**src/rtl/btn_seq_pkg.sv**
```systemverilog
// Package btn_seq_pkg
// Shared definitions for the ordered button detector: state type, lamp
// widths and press-vector bit positions.
package btn_seq_pkg;

    localparam int NUM_BTN  = 3;
    localparam int RED_W    = 3;
    localparam int LAMP_W   = RED_W + 1;

    // Bit positions inside the active-high press vector.
    localparam int P_ONE    = 0;
    localparam int P_TWO    = 1;
    localparam int P_THREE  = 2;

    typedef enum logic [1:0] {
        ST_IDLE  = 2'd0,
        ST_ONE   = 2'd1,
        ST_TWO   = 2'd2,
        ST_THREE = 2'd3
    } seq_state_e;

    typedef struct packed {
        logic             green;
        logic [RED_W-1:0] red;
    } lamp_t;

endpackage

```
**src/rtl/btn_seq_next.sv**
```systemverilog
// Module btn_seq_next
// Combinational next-state rule of the detector. Takes the current state and
// an active-high press vector. Return-to-idle presses are tested before
// advancing presses, so they win when both occur together. Any state code
// outside the defined set goes to idle.
module btn_seq_next
    import btn_seq_pkg::*;
(
    input  seq_state_e              cur_state,
    input  logic [NUM_BTN-1:0]      press,
    output seq_state_e              nxt_state
);

    // Purpose: pick the following state from the current one and the presses.
    always_comb begin
        nxt_state = cur_state;
        unique case (cur_state)
            ST_IDLE: begin
                if (press[P_ONE])
                    nxt_state = ST_ONE;
            end
            ST_ONE: begin
                if (press[P_THREE])
                    nxt_state = ST_IDLE;
                else if (press[P_TWO])
                    nxt_state = ST_TWO;
            end
            ST_TWO: begin
                if (press[P_ONE])
                    nxt_state = ST_IDLE;
                else if (press[P_THREE])
                    nxt_state = ST_THREE;
            end
            ST_THREE: begin
                if (press[P_ONE] || press[P_TWO])
                    nxt_state = ST_IDLE;
            end
            default: nxt_state = ST_IDLE;
        endcase
    end

endmodule

```
**src/rtl/btn_seq_state_reg.sv**
```systemverilog
// Module btn_seq_state_reg
// Holds the detector state. Assumes rst_n is an active-low asynchronous
// reset that may arrive at any time. Reset forces idle at once.
module btn_seq_state_reg
    import btn_seq_pkg::*;
(
    input  logic       clk,
    input  logic       rst_n,
    input  seq_state_e nxt_state,
    output seq_state_e cur_state
);

    // Purpose: register the state, clearing to idle on reset.
    always_ff @(posedge clk or negedge rst_n) begin
        if (!rst_n)
            cur_state <= ST_IDLE;
        else
            cur_state <= nxt_state;
    end

endmodule

```
**src/rtl/btn_seq_lamp.sv**
```systemverilog
// Module btn_seq_lamp
// Moore output decode: maps the current state to the lamp pattern, driving
// every lamp in every state. The lamp for progress step i is generated
// per bit.
module btn_seq_lamp
    import btn_seq_pkg::*;
(
    input  seq_state_e cur_state,
    output lamp_t      lamp
);

    // Purpose: light the green lamp only in the complete state.
    always_comb begin
        lamp.green = (cur_state == ST_THREE);
    end

    for (genvar i = 0; i < RED_W; i++) begin : g_red
        // Purpose: light red lamp i only in progress state i.
        always_comb begin
            lamp.red[i] = (cur_state == seq_state_e'(i));
        end
    end

endmodule

```
**src/rtl/btn_seq_detect.sv**
```systemverilog
// Module btn_seq_detect
// Top of the ordered three-button detector. Assumes the button levels are
// already synchronous to clk and active-low, with no debouncing needed here.
// The lamps are combinational from the state register, so they follow reset
// without a clock.
module btn_seq_detect
    import btn_seq_pkg::*;
(
    input  logic             clk,
    input  logic             rst_n,
    input  logic             btn_one_n,
    input  logic             btn_two_n,
    input  logic             btn_three_n,
    output logic [RED_W-1:0] led_red,
    output logic             led_green
);

    logic [NUM_BTN-1:0] press;
    seq_state_e         cur_state;
    seq_state_e         nxt_state;
    lamp_t              lamp;

    // Purpose: turn the active-low button levels into an active-high vector.
    always_comb begin
        press[P_ONE]   = ~btn_one_n;
        press[P_TWO]   = ~btn_two_n;
        press[P_THREE] = ~btn_three_n;
    end

    btn_seq_next u_next (
        .cur_state (cur_state),
        .press     (press),
        .nxt_state (nxt_state)
    );

    btn_seq_state_reg u_reg (
        .clk       (clk),
        .rst_n     (rst_n),
        .nxt_state (nxt_state),
        .cur_state (cur_state)
    );

    btn_seq_lamp u_lamp (
        .cur_state (cur_state),
        .lamp      (lamp)
    );

    assign led_red   = lamp.red;
    assign led_green = lamp.green;

endmodule

```
**config.mk**
```make
export PLATFORM = sky130hd
export DESIGN_NAME = btn_seq_detect
export DESIGN_NICKNAME = d
export VERILOG_FILES = /design/src/rtl/btn_seq_pkg.sv /design/src/rtl/btn_seq_next.sv /design/src/rtl/btn_seq_state_reg.sv /design/src/rtl/btn_seq_lamp.sv /design/src/rtl/btn_seq_detect.sv
export SDC_FILE = /design/constraint.sdc
export NUM_CORES = 1
export LEC_CHECK = 0
export BUFFER_PORTS_ARGS = -buffer_cell sky130_fd_sc_hd__buf_4
export CAP_MARGIN = 20
export CORE_AREA = 4 4 41 43
export CTS_BUF_LIST = sky130_fd_sc_hd__clkbuf_8
export DETAILED_ROUTE_END_ITERATION = 8
export DIE_AREA = 0 0 45 47
export GPL_ROUTABILITY_DRIVEN = 0
export PLACE_DENSITY = 0.3
export SETUP_SLACK_MARGIN = 0.02
export SYNTH_ARGS = -nofsm -noshare
export SYNTH_HDL_FRONTEND = slang
export SYNTH_SLANG_ARGS = --single-unit
```
**constraint.sdc**
```tcl
create_clock -name clk -period 1 [get_ports clk]
set_input_delay 0.15 -clock clk [delete_from_list [all_inputs] [get_ports clk]]
set_output_delay 0.15 -clock clk [all_outputs]
set_load 0.05 [all_outputs]
```
Yosys cells after proc, flatten, opt, wreduce, memory -nomap -nowiden
Index checks and enable logic that the tools add are counted.
{"block": "op_classes", "n_reduce_logical": 3, "bitwise": 2, "n_mux": 7, "eq_ne": 7}
{"cell": "2-bit two-way mux", "n": 6}
{"cell": "2-bit case mux with 4 select lines", "n": 1}
{"cell": "3-bit != test (second input constant)", "n": 2}
{"cell": "2-bit equality test (second input constant)", "n": 2}
{"cell": "4-bit AND reduction", "n": 1}
{"cell": "2-bit by 1-bit equality test with 1-bit output (second input constant)", "n": 1}
{"cell": "2-bit zero test", "n": 1}
{"cell": "2-bit by 1-bit != test with 1-bit output (second input constant)", "n": 1}
{"cell": "2-bit != test (second input constant)", "n": 1}
{"cell": "1-bit NOT", "n": 2}
{"cell": "1-bit logical OR", "n": 1}
{"block": "totals", "word_cells": 20, "ff_bits": 2}

Longest topological paths before layout
Gate-level depths: netlist of the first run.
{"block": "logic_depth", "word_depth": 4, "mapped_depth": 3}

By module
From an unflattened synthesis of the first run, not the netlist that was laid out.
{"block": "unflattened", "cells_unflattened": 16, "hier_area_um2": 136.4}
{"module": "btn_seq_state_reg", "cells_each": 2, "area_each_um2": 50.0, "instances": 1, "seq_area_each_um2": 50.0}
{"module": "btn_seq_next", "cells_each": 7, "area_each_um2": 48.8, "instances": 1, "seq_area_each_um2": 0.0}
{"module": "btn_seq_lamp", "cells_each": 4, "area_each_um2": 26.3, "instances": 1, "seq_area_each_um2": 0.0}
{"module": "btn_seq_detect", "cells_each": 3, "area_each_um2": 11.3, "instances": 1, "seq_area_each_um2": 0.0}

Worst setup path before layout of the first run
Ideal clock, no wire load.
{"block": "synth_path", "path_kind": "reg-to-output", "from": "register u_reg.cur_state[1]", "to": "output led_red[0]", "arrival_ps": 1088, "n_path_buf": 0, "stages_incl_launch_ff": 2, "required_ps": 850, "path_slack_ps": -238, "cell_sequence": "dfrtp_1 -> nor2_1"}
{"block": "synth_via", "elab_chain_cells": 1}
{"element": "from (decl)", "line": "btn_seq_state_reg.sv:10", "rtl": "output seq_state_e cur_state"}
{"element": "from (signal assigned)", "line": "btn_seq_state_reg.sv:18", "rtl": "cur_state <= nxt_state;"}
{"element": "2-bit zero test", "line": "btn_seq_lamp.sv:20", "rtl": "lamp.red[i] = (cur_state == seq_state_e'(i));"}
{"element": "to (decl)", "line": "btn_seq_detect.sv:14", "rtl": "output logic [RED_W-1:0] led_red,"}
Every way passes these cells.

Final worst setup path of the first run
{"block": "layout_path", "from": "register u_reg.cur_state[1]", "to": "output led_red[1]"}
{"block": "layout_via", "elab_chain_cells": 1}
{"element": "2-bit by 1-bit equality test with 1-bit output", "line": "btn_seq_lamp.sv:20"}
Every way passes these cells.

==> qor.csv, run 1 <==
metric,value,unit
crit-path max cell delay,0.43,ns
Ports,9,
CP endpoint kind,output pin,
slowest CP cell,dfrtp_2,
WHS,0.197,ns
CP startpoint kind,flop,
"Clk pin slew, worst setup/hold paths",0.03,ns
Starting Density,10.2,%
Clock Skew,0.00287,ns
vias per inst,3.58,
RR Startpoint,u_reg.cur_state[0]$_DFFE_PN0P_,
GRT overflow,0,
vias post-DR,161,
Crit Path Category,reg -> out,
first-pass GRT wire length,662,um
Setup Viol. Count Final,6,
H-tree Lvls,1,
reg-to-reg endpoint,u_reg.cur_state[1]$_DFFE_PN0P_,
Top Family by Delay on Critical Path,flip-flops,
fin worst setup slack,-0.158,ns
Least-Margin Pin Slew,0.195,ns
height of the chip,47,um
RSZ-0062 raised after global routing,true,
largest net degree at the start of global routing,6,
required time worst endpoint,0.85,ns
share of cells above drive strength 1,73.3,%
cell area after synthesis,133,um2
vias in the first global route,179,
CP max FO,5,
Post-Route WL,381,um
Ant. Diodes,0,
Register Area,52.6,um2
drt pass-1 iters,2,
final-layout fill cell count,153,
failing checks,setup timing,
multi-input logic area,86.3,um2
Max-slew headroom,86.9,%
Setup TNS,-0.611,ns
Final nets,37,
R2R Setup Slk,-0.02,ns
Syn. warnings,0,
routed len/inst,8.47,um
CTS tree,built,
Core Region,1300,um2
Critical Path AT,1.01,ns
Die ar.,2120,um2
# rows,13,
Worst Hold End,u_reg.cur_state[1]$_DFFE_PN0P_,
Regs by FF count,u_reg.cur_state x2,
I/O Buffers,8,
Fin. Hold Viols,0,
Power Dens Cells,2410,nW/um2
Area Growth Syn to Fin,142,%
Root Driver,clkbuf_8,
FMAX,864,MHz
min cycle time layout,1.16,ns
CTS max path bufs,2,
syn nets,19,
hold_sp,btn_one_n,
Overall Power,775,uW
CP bufs+invs,1,
Synth cell types,12,
chip width,45,um
Clock Latency Late Sink,0.21,ns
CTS sink count,2,
max-cap viol count,0,
GRT Total Usage,5.13,%
CP Cell Sequence,and2b_2 > buf_6,
worst vdd rail ir drop,0.000694,V
Mean Syn Cell Area,9.47,um2
LEAKAGE,0.000159,uW
Worst Reg-to-Reg Cells,5,
Hold WC Path Type,in -> reg,
Final ANT Viol Nets,0,
hold depth,3,
max reg flops,2,
CP Depth,2,
Gate Count Post-Synth,14,
Largest Register,u_reg.cur_state,
Residual DRC,0,
sequential cell area fraction in the yosys report,37.7,%
Num CTS Buffers,3,
status,finished with violations,
Yosys reg bits,2,
Max Slew Vio Count,0,
antenna violations before repair,0,
drt first-iter violations,3,
Final Cycle Share,116,%
## metrics by stage
stage	utilization, %	instances	setup WS (ns)	cell area (um2)
global route	24.7	45	-0.194	322
floorplan	-	14	0.0253	140
CTS	24.7	45	-0.169	322
global placement	18.6	40	-0.00854	241
detailed placement	18.6	40	-0.0202	241
finish	24.7	45	-0.158	322
## Yosys cell counts
| library cell | number | share of area [%] |
|---|---|---|
| a21oi_1 | 1 | 3.8 |
| and2_2 | 1 | 5.7 |
| and2b_2 | 2 | 13 |
| dfrtp_1 | 2 | 38 |
| inv_1 | 1 | 2.8 |
| mux2i_1 | 1 | 7.5 |
| nand2_1 | 1 | 2.8 |
| nand2b_2 | 1 | 6.6 |
| nand3_1 | 1 | 3.8 |
| nor2_1 | 1 | 2.8 |
| o211a_1 | 1 | 7.5 |
| o31ai_1 | 1 | 5.7 |
## kinds of logic after synthesis
kind of cell | count (synthesis) | synth area share [%]
compound gates | 3 | 17.0
simple gates | 7 | 34.9
mux | 1 | 7.55
buf+inv | 1 | 2.83
flops | 2 | 37.7
## area by class of cell
cell class	count	area share (%)
Clock buffer	3	12.8
Inverter	1	1.17
Multi-Input combinational cell	11	26.8
Sequential cell	2	16.3
Tap cell	15	5.84
Timing Repair Buffer	13	37.0
## placed cells by master (no fill, tap or decap), drive strengths merged
cell,Yosys,layout
clkbuf,0,3
dfrtp,2,2
and2,1,1
dlygate4sd3,0,1
mux2i,1,1
o31ai,1,1
nand2,1,1
nand2b,1,1
nand3,1,1
a21oi,1,1
inv,1,1
buf,0,12
o211a,1,1
and2b,2,2
nor2,1,1
## report_power, final
group	leakage [uW]	internal (uW)	switching [uW]
Combinational	0.000114	162	178
Clock	0.0000216	254	59.3
Sequential	0.0000228	99.8	22.7
## worst register-to-register path: cells and delay by family (launching register included)
kind | cells | cell delay [ns]
AO/OA/AOI/OAI | 1 | 0.07
buffers and inverters | 2 | 0.27
flip-flops | 1 | 0.42
AND/OR/NAND/NOR | 2 | 0.16
## repair_timing
| action | CTS | global route |
|---|---|---|
| pin swaps | 1 | 0 |
| endpoints found under the setup margin | 5 | 6 |
| gates resized for setup | 7 | 0 |
| endpoints found under the hold margin | 2 | 0 |
| setup buffers | 1 | 0 |
| hold buffers | 1 | 0 |
## per-layer routing
layer / track usage [%] / part of all wire, %
met2: 7.06 / 49
met3: 3.45 / 11
met1: 4.32 / 39
met4: 7.02 / 0
met5: 0 / 0
## worst max-delay path by stage
stage                                          end  slack (ns)                           start
global placement    u_reg.cur_state[0]$_DFFE_PN0P_      -0.009  u_reg.cur_state[1]$_DFFE_PN0P_
detailed placement  u_reg.cur_state[0]$_DFFE_PN0P_       -0.02  u_reg.cur_state[1]$_DFFE_PN0P_
finish                                  led_red[1]       -0.16  u_reg.cur_state[1]$_DFFE_PN0P_
CTS                                     led_red[1]       -0.17  u_reg.cur_state[1]$_DFFE_PN0P_
floorplan                               led_red[1]        0.03  u_reg.cur_state[1]$_DFFE_PN0P_
global route                            led_red[1]       -0.19  u_reg.cur_state[1]$_DFFE_PN0P_
Power figures use the tool's default switching activity.
==> inputs of run 2 (changes only) <==
==> constraint.sdc (replaced) <==
create_clock -name clk -period 1.4 [get_ports clk]
set_input_delay 0.21 -clock clk [delete_from_list [all_inputs] [get_ports clk]]
set_output_delay 0.21 -clock clk [all_outputs]
set_load 0.005 [all_outputs]
==> qor.csv, run 2 (same netlist as run 1, synthesis figures left out) <==
metric,value,unit
status,"complete, no violations",
share of cells above drive strength 1,57.7,%
Max Slew Vio Count,0,
Starting Density,10.2,%
vias per inst,3.44,
CP startpoint kind,flop,
Least-Margin Pin Slew,0.205,ns
Non-Filler Instances,41,
Hold WC Path Type,in -> reg,
drt first-iter violations,3,
final-layout fill cell count,159,
CP max FO,8,
hold depth,3,
GRT Total Usage,4.03,%
Worst Reg-to-Reg Cells,3,
Setup Viol. Count Final,0,
Register Area,50.0,um2
post-cts resize count,0,
Post-Route WL,348,um
LEAKAGE,0.000135,uW
first-pass GRT wire length,503,um
Post-CTS Setup Repair Bufs,0,
Clock Skew,0.0000342,ns
Die ar.,2120,um2
max reg flops,2,
Core Region,1300,um2
Power Dens Cells,1550,nW/um2
Ports,9,
required time worst endpoint,1.19,ns
worst vdd rail ir drop,0.000373,V
RSZ-0062 raised after global routing,false,
Largest Register,u_reg.cur_state,
area of placed instances,211,um2
largest net degree at the start of global routing,9,
Setup TNS,0,ns
Final Cycle Share,87.8,%
Fin. Hold Viols,0,
CTS tree,built,
Area Growth Syn to Fin,98.1,%
"Design Area, Final",263,um2
Crit Path Category,reg -> out,
CTS sink count,2,
Num CTS Buffers,3,
fin util,20.2,%
CTS max path bufs,2,
Overall Power,408,uW
Post-Place Cells,37,
Regs by FF count,u_reg.cur_state x2,
chip width,45,um
Max-slew headroom,86.2,%
height of the chip,47,um
CP endpoint kind,output pin,
most frequent cells in the layout,"buf_4 (8), clkbuf_8 (3), and2b_2 (2), dfrtp_1 (2)",
vias post-DR,141,
FMAX,814,MHz
GRT overflow,0,
I/O Buffers,8,
Residual DRC,0,
routed len/inst,8.49,um
antenna violations before repair,0,
# rows,13,
Ant. Diodes,0,
H-tree Lvls,1,
Root Driver,clkbuf_8,
Final ANT Viol Nets,0,
multi-input logic area,78.8,um2
"Clk pin slew, worst setup/hold paths",0.03,ns
vias in the first global route,131,
drt pass-1 iters,3,
Critical Path AT,1.02,ns
Clock Latency Late Sink,0.21,ns
min cycle time layout,1.23,ns
Final nets,33,
"commonest non-fill, non-tap cell in the layout",buf_4,
max-cap viol count,0,
run 2: per-stage QoR:
| step | hold WS (ns) | worst slack, ns |
|---|---|---|
| CTS | 0.251 | 0.156 |
| floorplan | -0.0856 | 0.558 |
| detailed placement | -0.00615 | 0.384 |
| global route | 0.276 | 0.123 |
| finish | 0.250 | 0.171 |
| global placement | -0.00610 | 0.388 |
run 2: worst paths after layout:
kind	startpoint	to	slack, ns
max	u_reg.cur_state[1]$_DFFE_PN0P_	led_red[1]	0.17
min	btn_one_n	u_reg.cur_state[1]$_DFFE_PN0P_	0.25
max reg2reg	u_reg.cur_state[1]$_DFFE_PN0P_	u_reg.cur_state[0]$_DFFE_PN0P_	0.52
min reg2reg	u_reg.cur_state[1]$_DFFE_PN0P_	u_reg.cur_state[1]$_DFFE_PN0P_	0.60
max in group asynchronous	rst_n	u_reg.cur_state[0]$_DFFE_PN0P_	1.00
min in group asynchronous	rst_n	u_reg.cur_state[1]$_DFFE_PN0P_	0.32
run 2: critical path: stages, from the launching register on:
cell	delay (ns)
dfrtp_1	0.44
and2b_2	0.24
buf_4	0.13
run 2: where the power goes:
part           switching, uW  internal (uW)
Clock                   46.9            182
Combinational           29.9           60.8
Sequential              19.0           69.1
Total                   95.8            312
run 2: layout make-up:
type                       instances  share of cell area, %
clock buffer                       3                   15.7
multi-input combinational         11                   30.0
inverter                           1                   1.43
sequential                         2                   19.0
timing repair buffer               9                   26.7
tap                               15                   7.14
run 2: timing repair:
item | 4_1_cts | 5_1_grt
setup endpoints to repair | 0 | 0
endpoints found under the hold margin | 2 | 0
hold buffers | 1 | 0
run 2: per-layer routing:
layer / wire length [um] / up-vias / track usage, %
met3: 52 / 2 / 1.53
met5: 0 / - / 0
li1: - / 72 / -
met4: 14 / 0 / 8.77
met1: 131 / 58 / 3.65
met2: 150 / 9 / 4.52
